==> src/rtl/irq_timer_pkg.sv <==
package irq_timer_pkg;

  localparam int ADDR_W = 16;
  localparam logic [ADDR_W-1:0] ADDR_MASK  = 16'hF003;
  localparam logic [ADDR_W-1:0] REG_LATCH  = 16'hC000;
  localparam logic [ADDR_W-1:0] REG_ARM    = 16'hC001;
  localparam logic [ADDR_W-1:0] REG_ACK    = 16'hE000;
  localparam logic [ADDR_W-1:0] REG_ENABLE = 16'hE001;

  typedef enum logic {
    MODE_LINE  = 1'b0,
    MODE_CYCLE = 1'b1
  } count_mode_e;

  typedef struct packed {
    logic latch_wr;
    logic arm_wr;
    logic ack_wr;
    logic enable_wr;
  } wr_strobe_t;

  function automatic logic addr_hits(input logic [ADDR_W-1:0] a,
                                     input logic [ADDR_W-1:0] base);
    return (a & ADDR_MASK) == base;
  endfunction

endpackage

==> src/rtl/irq_wr_decode.sv <==
module irq_wr_decode
  import irq_timer_pkg::*;
(
  input  logic              wr_en,
  input  logic [ADDR_W-1:0] wr_addr,
  output wr_strobe_t        strobe
);

  always_comb begin
    strobe.latch_wr  = wr_en && addr_hits(wr_addr, REG_LATCH);
    strobe.arm_wr    = wr_en && addr_hits(wr_addr, REG_ARM);
    strobe.ack_wr    = wr_en && addr_hits(wr_addr, REG_ACK);
    strobe.enable_wr = wr_en && addr_hits(wr_addr, REG_ENABLE);
  end

endmodule

==> src/rtl/irq_step_gen.sv <==
module irq_step_gen
  import irq_timer_pkg::*;
#(
  parameter int PRESC_W   = 2,
  parameter int LINE_W    = 9,
  parameter int LAST_LINE = 239
) (
  input  logic              clk,
  input  logic              rst_n,
  input  count_mode_e       mode,
  input  logic              cpu_tick,
  input  logic              line_end,
  input  logic [LINE_W-1:0] line_num,
  input  logic              render_on,
  output logic              cyc_step,
  output logic              line_seen,
  output logic              line_step
);

  localparam logic [PRESC_W-1:0] PRESC_TOP  = '1;
  localparam logic [LINE_W-1:0]  LINE_LIMIT = LINE_W'(LAST_LINE);

  function automatic logic line_visible(input logic [LINE_W-1:0] n);
    return n <= LINE_LIMIT;
  endfunction

  logic [PRESC_W-1:0] presc_q;
  logic               presc_adv;

  assign presc_adv = (mode == MODE_CYCLE) && cpu_tick;

  always_ff @(posedge clk) begin
    if (!rst_n)         presc_q <= '0;
    else if (presc_adv) presc_q <= presc_q + 1'b1;
  end

  assign cyc_step  = presc_adv && (presc_q == PRESC_TOP);
  assign line_seen = (mode == MODE_LINE) && line_end;
  assign line_step = line_seen && render_on && line_visible(line_num);

  AST_SOURCE_EXCLUSIVE: assert property (@(posedge clk) disable iff (!rst_n)
    $onehot0({cyc_step, line_seen}));
  AST_PRESC_WRAP: assert property (@(posedge clk) disable iff (!rst_n)
    cyc_step |=> (presc_q == '0));
  AST_PRESC_IDLE_IN_LINE: assert property (@(posedge clk) disable iff (!rst_n)
    (mode == MODE_LINE) |=> $stable(presc_q));

endmodule

==> src/rtl/irq_count_core.sv <==
module irq_count_core
  import irq_timer_pkg::*;
#(
  parameter int DATA_W = 8
) (
  input  logic              clk,
  input  logic              rst_n,
  input  wr_strobe_t        strobe,
  input  logic [DATA_W-1:0] wr_data,
  input  logic              cyc_step,
  input  logic              line_seen,
  input  logic              line_step,
  output count_mode_e       mode,
  output logic              irq
);

  localparam int CNT_W = DATA_W + 1;
  localparam logic [CNT_W-1:0] CNT_TERMINAL = '1;

  function automatic logic still_counting(input logic [CNT_W-1:0] c);
    return !c[CNT_W-1];
  endfunction

  function automatic logic [CNT_W-1:0] step_down(input logic [CNT_W-1:0] c);
    return c - 1'b1;
  endfunction

  function automatic logic [CNT_W-1:0] widen(input logic [DATA_W-1:0] v);
    return {1'b0, v};
  endfunction

  logic [DATA_W-1:0] latch_q;
  logic [CNT_W-1:0]  cnt_q;
  logic              reload_q;
  logic              en_q;
  count_mode_e       mode_q;
  logic              irq_q;

  logic              load_now;
  logic [CNT_W-1:0]  load_val;
  logic              dec_ok;
  logic              underflow;
  logic              fire;

  assign load_now  = strobe.arm_wr ||
                     (reload_q && (strobe.latch_wr || strobe.ack_wr || strobe.enable_wr));
  assign load_val  = strobe.latch_wr ? widen(wr_data) : widen(latch_q);
  assign dec_ok    = (cyc_step || line_step) && !load_now && still_counting(cnt_q);
  assign underflow = dec_ok && (cnt_q == '0);
  assign fire      = underflow && en_q;

  always_ff @(posedge clk) begin
    if (!rst_n) begin
      latch_q  <= '0;
      cnt_q    <= '0;
      reload_q <= 1'b0;
      en_q     <= 1'b0;
      mode_q   <= MODE_LINE;
      irq_q    <= 1'b0;
    end else begin
      if (strobe.latch_wr) latch_q <= wr_data;

      if (load_now)    cnt_q <= load_val;
      else if (dec_ok) cnt_q <= step_down(cnt_q);

      if (strobe.arm_wr) reload_q <= 1'b1;
      else if (line_seen) reload_q <= fire;

      if (strobe.ack_wr)         en_q <= 1'b0;
      else if (strobe.enable_wr) en_q <= 1'b1;

      if (strobe.arm_wr) mode_q <= count_mode_e'(wr_data[0]);

      if (strobe.ack_wr) irq_q <= 1'b0;
      else if (fire)     irq_q <= 1'b1;
    end
  end

  assign mode = mode_q;
  assign irq  = irq_q;

  AST_ONE_STROBE: assert property (@(posedge clk) disable iff (!rst_n)
    $onehot0(strobe));
  AST_ARM_LOADS: assert property (@(posedge clk) disable iff (!rst_n)
    strobe.arm_wr |=> (cnt_q == {1'b0, $past(latch_q)}) && reload_q);
  AST_ACK_DROPS_IRQ: assert property (@(posedge clk) disable iff (!rst_n)
    strobe.ack_wr |=> !irq_q);
  AST_IRQ_NEEDS_ENABLE: assert property (@(posedge clk) disable iff (!rst_n)
    $rose(irq_q) |-> $past(en_q));
  AST_TERMINAL_HOLD: assert property (@(posedge clk) disable iff (!rst_n)
    (cnt_q == CNT_TERMINAL) && !load_now |=> (cnt_q == CNT_TERMINAL));
  AST_IRQ_STICKY: assert property (@(posedge clk) disable iff (!rst_n)
    irq_q && !strobe.ack_wr |=> irq_q);
  AST_LOAD_BEATS_STEP: assert property (@(posedge clk) disable iff (!rst_n)
    load_now |=> !cnt_q[CNT_W-1]);

endmodule

==> src/rtl/dual_mode_irq_timer.sv <==
module dual_mode_irq_timer
  import irq_timer_pkg::*;
#(
  parameter int DATA_W    = 8,
  parameter int LINE_W    = 9,
  parameter int PRESC_W   = 2,
  parameter int LAST_LINE = 239
) (
  input  logic              clk,
  input  logic              rst_n,
  input  logic              wr_en,
  input  logic [ADDR_W-1:0] wr_addr,
  input  logic [DATA_W-1:0] wr_data,
  input  logic              cpu_tick,
  input  logic              line_end,
  input  logic [LINE_W-1:0] line_num,
  input  logic              render_on,
  output logic              irq
);

  wr_strobe_t  strobe;
  count_mode_e mode;
  logic        cyc_step;
  logic        line_seen;
  logic        line_step;

  irq_wr_decode u_decode (
    .wr_en   (wr_en),
    .wr_addr (wr_addr),
    .strobe  (strobe)
  );

  irq_step_gen #(
    .PRESC_W   (PRESC_W),
    .LINE_W    (LINE_W),
    .LAST_LINE (LAST_LINE)
  ) u_step (
    .clk       (clk),
    .rst_n     (rst_n),
    .mode      (mode),
    .cpu_tick  (cpu_tick),
    .line_end  (line_end),
    .line_num  (line_num),
    .render_on (render_on),
    .cyc_step  (cyc_step),
    .line_seen (line_seen),
    .line_step (line_step)
  );

  irq_count_core #(
    .DATA_W (DATA_W)
  ) u_core (
    .clk       (clk),
    .rst_n     (rst_n),
    .strobe    (strobe),
    .wr_data   (wr_data),
    .cyc_step  (cyc_step),
    .line_seen (line_seen),
    .line_step (line_step),
    .mode      (mode),
    .irq       (irq)
  );

endmodule

==> config.mk <==
export PLATFORM = sky130hd
export DESIGN_NAME = dual_mode_irq_timer
export DESIGN_NICKNAME = d
export VERILOG_FILES = /design/src/rtl/irq_timer_pkg.sv /design/src/rtl/irq_wr_decode.sv /design/src/rtl/irq_step_gen.sv /design/src/rtl/irq_count_core.sv /design/src/rtl/dual_mode_irq_timer.sv
export SDC_FILE = /design/constraint.sdc
export NUM_CORES = 1
export LEC_CHECK = 0
export BUFFER_PORTS_ARGS = -buffer_cell sky130_fd_sc_hd__buf_4
export CELL_PAD_IN_SITES_DETAIL_PLACEMENT = 0
export CELL_PAD_IN_SITES_GLOBAL_PLACEMENT = 2
export CORE_UTILIZATION = 32
export CTS_BUF_LIST = sky130_fd_sc_hd__clkbuf_4 sky130_fd_sc_hd__clkbuf_8
export DETAILED_ROUTE_END_ITERATION = 16
export PLACE_DENSITY_LB_ADDON = 0.3
export SLEW_MARGIN = 10
export SYNTH_ARGS = -nofsm -noshare
export SYNTH_HDL_FRONTEND = slang
export SYNTH_HIERARCHICAL = 1
export SYNTH_SLANG_ARGS = --single-unit
==> constraint.sdc <==
create_clock -name clk -period 3.1 [get_ports clk]
set_input_delay 0.155 -clock clk [delete_from_list [all_inputs] [get_ports clk]]
set_output_delay 0.155 -clock clk [all_outputs]
set_load 0.02 [all_outputs]
==> out/qor.yml, run 1 <==
cts_root_buffer: "clkbuf_8"
initial_core_util: 0.342
crit_type: "reg2reg"
numPortBuffers: 25
leakagePower_uw: 0.000613
synth-edff-count: 0
cts_tree: "done"
grt_antenna_before_repair: 0
syn_inst: 123
hp-start: "wr_data[0]"
synth-seq-cells: 23
power_density_mw_per_mm2: 394
gp_congestion: 0.690
drive_above_1_share: 0.282
grt_usage: 0.128
tightest_slew_ns: 0.488
relSlewSlack: 0.671
finalCritPeriodShare: 0.659
first_pass_iters: 4
n_fill_cell: 352
clkTransAtPathRegs_ns: 0.08
vias: 919
grt_pass1_wl_mm: 4.04
path_buf_inv: 0
avgViaCountPerCell: 4.71
critPathTopFamily: "simple AND/OR/NAND/NOR gates"
post-route-util: 0.425
period_needed_ns: 2.04
setup.worst_path.start_class: "register"
htreeDepth: 1
rsz0062_at_grt: "false"
fp.dieH_microns: 62.7
cts_buffers: 3
postCtsSetupBuffers: 0
crit_path_max_fanout: 9
worstSkewPairLatency_ns: 0.26
dieArea_sq_mm: 0.00393
fin_tns_setup_ns: 0
hold_depth: 3
hold_buffers: 0
wl_per_cell_microns: 11.4
cp.required_ns: 3.29
path_cells: "nor2b_2, and4b_1, o21ba_1, nand2_1, or4_4, a31oi_1"
crit_slowest_cell: "or4_4"
grt_pass1_vias: 917
synth_area_per_cell_sq_um: 9.57
drt_first_iter_violations: 45
grt_start_max_net_pins: 25
power_switching_uw: 136
ys_types: 38
seqPwrFrac: 0.540
holdPathEnd: "u_core/mode"
antenna_left: 0
hp-class: "in2reg"
drv_slew: 0
grt-ovfl-total: 0
clk_path_buf_depth: 2
synth_fp_nets: 164
status: "finished clean"
critPathArrivalTime_ns: 2.23
timing.rr.end: "u_core/reload_q"
multi_input_area_sq_um: 677
cp-end-kind: "register"
core-area_sq_mm: 0.00344
pwr-share-comb: 0.139
ios: 40
yosys_warnings: 6
ff2ff_path_depth: 6
cap_violations: 0
worst_slack_ns: 1.06
regArea_sq_um: 460
peakVddDrop_v: 0.000169
reg2reg_from: "u_core/mode"
rows: 21
diodes: 0
cts.repair.resized: 0
setup_viol_count_final: 0
synth-seq-area-share: 0.391
hold_viol: 0
p_sw_frac: 0.236
clock-sinks: 23
finalNetCount: 191
p_total_uw: 576
ys.flop_type: "dfxtp_1"
place_ws_ns: 1.07
wirelength_mm: 2.22
reg2reg_slack_ns: 1.06
clock_skew_ns: 0.00199
area_growth_pct: 24.2
fmax_mhz: 489
drc: 0
dp_hpwl_mm: 1.67
hold_ws_ns: 0.170
clkPwrFrac: 0.321
p_int_uw: 440
postSynth.asyncResetShare: 0
max_stage_delay_ns: 0.54
syn_area_sq_mm: 0.00118
die_w_microns: 62.7
==> routing by layer <==
layer  global-route usage  share of wire  vias to the layer above  wire length (microns)
met2                0.208           0.47                       17                   1050
li1                     -              -                      482                      -
met5                    0              0                        -                      0
met4               0.0523         0.0086                        0                     19
met1                0.165           0.49                      418                   1080
met3               0.0255          0.034                        2                     75
==> synthesized netlist by cell type, drive strengths merged, types with 4 or more instances <==
library cell	number	area share
nand2	13	0.041
o211a	5	0.043
inv	5	0.016
mux2i	10	0.085
nand2b	5	0.027
nor4	4	0.034
nor2b	10	0.055
dfxtp	23	0.39
xnor2	5	0.037
nor2	7	0.024
==> tightest hold or removal path: stages <==
cell and delay, ns:
buf_4 0.09, mux2i_1 0.06, nor2b_1 0.09
==> power groups by stage <==
stage / sequential (uW) / clock (uW) / combinational (uW)
after floorplan: 317 / 0 / 46.6
after global placement: 318 / 0 / 78.5
after detailed placement: 318 / 0 / 80.5
after CTS: 311 / 195 / 81.0
after global routing: 313 / 213 / 89.9
final: 311 / 185 / 79.9
==> state kept, by name, summed over array words and instances (netlist names) <==
signal           flops
u_core/cnt_q         9
u_core/mode          1
u_step/presc_q       2
u_core/en_q          1
u_core/latch_q       8
u_core/irq           1
u_core/reload_q      1
==> placed cells by master, fill, tap and decap left out, types with 2 or more instances in the layout <==
cell	netlist	layout
a21oi_1	3	3
buf_4	0	27
clkbuf_8	0	3
dfxtp_1	23	23
ha_1	2	2
inv_1	5	5
mux2i_1	10	10
nand2_1	13	13
nand2b_1	5	5
nand3_1	2	2
nand4_1	2	2
nand4b_1	3	3
nor2_1	6	6
nor2b_1	9	9
nor4_1	3	2
nor4b_2	2	2
o211a_1	5	5
o21ai_1	2	2
xnor2_1	5	5
==> per-stage QoR <==
stage,instance area (sq um),std cells
finish,1460,195
global route,1460,195
CTS,1460,195
detailed placement,1420,191
global placement,1420,191
floorplan,1180,123
==> kinds of logic after synthesis <==
group | after synthesis | share of synthesized area
AO/OA/AOI/OAI | 14 | 0.0914
XOR/XNOR | 6 | 0.0446
adder cells (fa/ha/maj) | 2 | 0.0213
buffers and inverters | 10 | 0.0393
flip-flops | 23 | 0.391
multiplexers | 11 | 0.0946
AND/OR/NAND/NOR | 57 | 0.318
==> cell type report <==
| class | instances | area share |
|---|---|---|
| clock inverters | 1 | 0.00342 |
| inverters | 5 | 0.0128 |
| multi-input cells | 90 | 0.463 |
| well taps | 46 | 0.0393 |
| repair buffers | 27 | 0.139 |
| flip-flops and latches | 23 | 0.315 |
| clock buffers | 3 | 0.0282 |
==> how the worst max path moves through the flow <==
| stage | start | endpoint | slack (ns) | cells after the start |
|---|---|---|---|---|
| detailed placement | u_core/mode | u_core/reload_q | 1.07 | 6 |
| CTS | u_core/mode | u_core/reload_q | 1.04 | 6 |
| finish | u_core/mode | u_core/reload_q | 1.06 | 6 |
| global placement | u_core/mode | u_core/reload_q | 1.10 | 6 |
| floorplan | wr_addr[1] | u_core/cnt_q[1] | 1.15 | 7 |
| global route | u_core/mode | u_core/reload_q | 0.89 | 6 |
(Power assumes the default switching activity.)
==> inputs of run 2 (changes only) <==
--- a/config.mk
+++ b/config.mk
@@ -5,10 +5,11 @@
 export SDC_FILE = /design/constraint.sdc
 export NUM_CORES = 1
 export LEC_CHECK = 0
+export ABC_AREA = 1
 export BUFFER_PORTS_ARGS = -buffer_cell sky130_fd_sc_hd__buf_4
 export CELL_PAD_IN_SITES_DETAIL_PLACEMENT = 0
 export CELL_PAD_IN_SITES_GLOBAL_PLACEMENT = 2
-export CORE_UTILIZATION = 32
+export CORE_UTILIZATION = 26
 export CTS_BUF_LIST = sky130_fd_sc_hd__clkbuf_4 sky130_fd_sc_hd__clkbuf_8
 export DETAILED_ROUTE_END_ITERATION = 16
 export PLACE_DENSITY_LB_ADDON = 0.3
==> constraint.sdc (replaced) <==
create_clock -name clk -period 1.9 [get_ports clk]
set_input_delay 0.095 -clock clk [delete_from_list [all_inputs] [get_ports clk]]
set_output_delay 0.095 -clock clk [all_outputs]
set_load 0.02 [all_outputs]
==> out/qor.yml, run 2 <==
cp.depth: 10
dieArea_sq_mm: 0.00506
syn_inst: 198
m1WireLength_mm: 1.45
synth-edff-count: 0
critPathTopFamily: "simple AND/OR/NAND/NOR gates"
largest_reg_flops: 9
place_ws_ns: 0.264
grt_antenna_before_repair: 0
diodes: 0
crit_slowest_cell: "dfxtp_1"
synth-seq-cells: 23
yosysMostFrequentCell: "nand2_1"
p_total_uw: 982
cts_buffers: 3
grt-ovfl-total: 0
drc: 0
antenna_left: 0
status: "finished clean"
htreeDepth: 1
wl_per_cell_microns: 9.57
relSlewSlack: 0.636
clock_skew_ns: 0.00295
postCtsSetupBuffers: 0
max_stage_delay_ns: 0.35
crit_type: "reg2reg"
synth_top_cell_by_area: "dfxtp_1"
grt_pass1_vias: 1125
cts_root_buffer: "clkbuf_8"
cp-end-kind: "register"
routed.top_layer: "met4"
finalNetCount: 269
crit_path_max_fanout: 5
syn_area_sq_mm: 0.00124
postSynth.asyncResetShare: 0
clk_path_buf_depth: 2
rsz0062_at_grt: "false"
ys_types: 21
drv_slew: 0
clkTransAtPathRegs_ns: 0.08
cap_violations: 0
fmax_mhz: 623
synth_area_per_cell_sq_um: 6.27
yosys_warnings: 6
fin_tns_setup_ns: 0
hold_viol: 0
dp_hpwl_mm: 2.10
synth_fp_nets: 239
cts_tree: "done"
place_inst: 275
hold_buffers: 0
critPathArrivalTime_ns: 1.80
numPortBuffers: 25
top_register: "u_core/cnt_q"
peakVddDrop_v: 0.000304
worst_slack_ns: 0.294
fp.dieH_microns: 71.1
final_cells: 279
crit_top_cell: "nor2_1"
worstSkewPairLatency_ns: 0.26
first_pass_iters: 6
synth-seq-area-share: 0.371
tightest_slew_ns: 0.545
cts.repair.resized: 0
setup.worst_path.start_class: "register"
path_cells: "nor2_1, nand2_1, nor2_1, nor2_1, nor2_1, buf_4, nand3_2, nor2_2, nand3_1, a21oi_1"
mostFrequentLayoutCell: "nand2_1"
setup_viol_count_final: 0
reg.largest.list: "u_core/cnt_q x9, u_core/latch_q x8, u_step/presc_q x2"
grt_start_max_net_pins: 15
finalCritPeriodShare: 0.845
ys.flop_type: "dfxtp_1"
leakagePower_uw: 0.000808
avgViaCountPerCell: 4.27
die_w_microns: 71.1
wl_met2_mm: 1.13
path_buf_inv: 1
ios: 40
vias: 1190
hp-class: "in2reg"
core-area_sq_mm: 0.00447
dr_wl_met3_microns: 76
synth_top_cell_area_share: 0.371
gp_congestion: 0.743
ff2ff_path_depth: 10
rows: 24
drt_first_iter_violations: 41
grt_usage: 0.117
wirelength_mm: 2.67
initial_core_util: 0.278
synth_common_cells: "nand2_1 (45), nor2_1 (39), inv_1 (36), dfxtp_1 (23), nand3_1 (14)"
area_growth_pct: 24.3
hold_depth: 3
grt_pass1_wl_mm: 4.73
synth_top_cells_by_area: "dfxtp_1 (37%), nand2_1 (14%), nor2_1 (12%)"
period_needed_ns: 1.61
drive_above_1_share: 0.167
layout_common_cells: "nand2_1 (45), nor2_1 (39), inv_1 (36)"
clock-sinks: 23
power_density_mw_per_mm2: 636
cp.required_ns: 2.09
-- run 2: cell count changes in the layout (fill, tap and decap cells not counted), moves of 3 or more --
cell,before,now
nand2_1,13,45
o21ai_0,0,12
inv_1,5,36
nand2b_1,5,0
o211a_1,5,0
nor2b_1,9,0
nor2_1,6,39
a21oi_1,3,9
mux2i_1,10,2
nand4b_1,3,0
xnor2_1,5,0
nand3_1,2,14
-- run 2: stage by stage --
step           hold slack [ns]  area [sq um]   util
2_1_floorplan            0.193          1240      -
3_3_place_gp             0.355          1500  0.334
3_5_place_dp             0.361          1500  0.334
4_1_cts                 0.0796          1540  0.345
5_1_grt                  0.113          1540  0.345
6_report                0.0899          1540  0.345
-- run 2: worst paths after layout --
path | slack, ns | endpoint | startpoint
worst max-delay path | 0.29 | u_core/reload_q | u_core/mode
worst min-delay path | 0.09 | u_core/mode | wr_data[0]
worst max register to register | 0.29 | u_core/reload_q | u_core/mode
worst min register to register | 0.47 | u_core/irq | u_core/irq
-- run 2: cell type report --
| cell class | count | area [sq um] |
|---|---|---|
| clock buffer | 4 | 48.8 |
| fill | 525 | 2930 |
| inverter | 36 | 135 |
| multi-input combinational | 136 | 624 |
| sequential | 23 | 460 |
| tap | 52 | 65.1 |
| timing repair buffer | 28 | 210 |
-- run 2: kinds of logic (layout without fill, tap and decap cells) --
group / Yosys count / in the layout / share of synthesized area
simple gates: 107 / 107 / 0.357
buf+inv: 39 / 68 / 0.127
compound gates: 25 / 25 / 0.110
flops: 23 / 23 / 0.371
fa+ha+maj: 2 / 2 / 0.0201
mux: 2 / 2 / 0.0161
-- run 2: worst reg2reg max path, stage by stage (launching register included) --
cell and delay [ns]:
dfxtp_1 0.35, nor2_1 0.21, nand2_1 0.08, nor2_1 0.12
nor2_1 0.06, nor2_1 0.08, buf_4 0.14, nand3_2 0.13
nor2_2 0.17, nand3_1 0.09, a21oi_1 0.11
-- run 2: where the power goes --
part	leakage, uW	switching (uW)	internal [uW]
clock	0.0000262	156	164
sequential	0.000186	8.25	495
combinational	0.000595	86.0	73.3
-- run 2: routing by layer --
layer,track usage,vias to the layer above
li1,-,666
met1,0.161,503
met2,0.190,19
met5,0,-
met4,0.0333,0
met3,0.0171,2
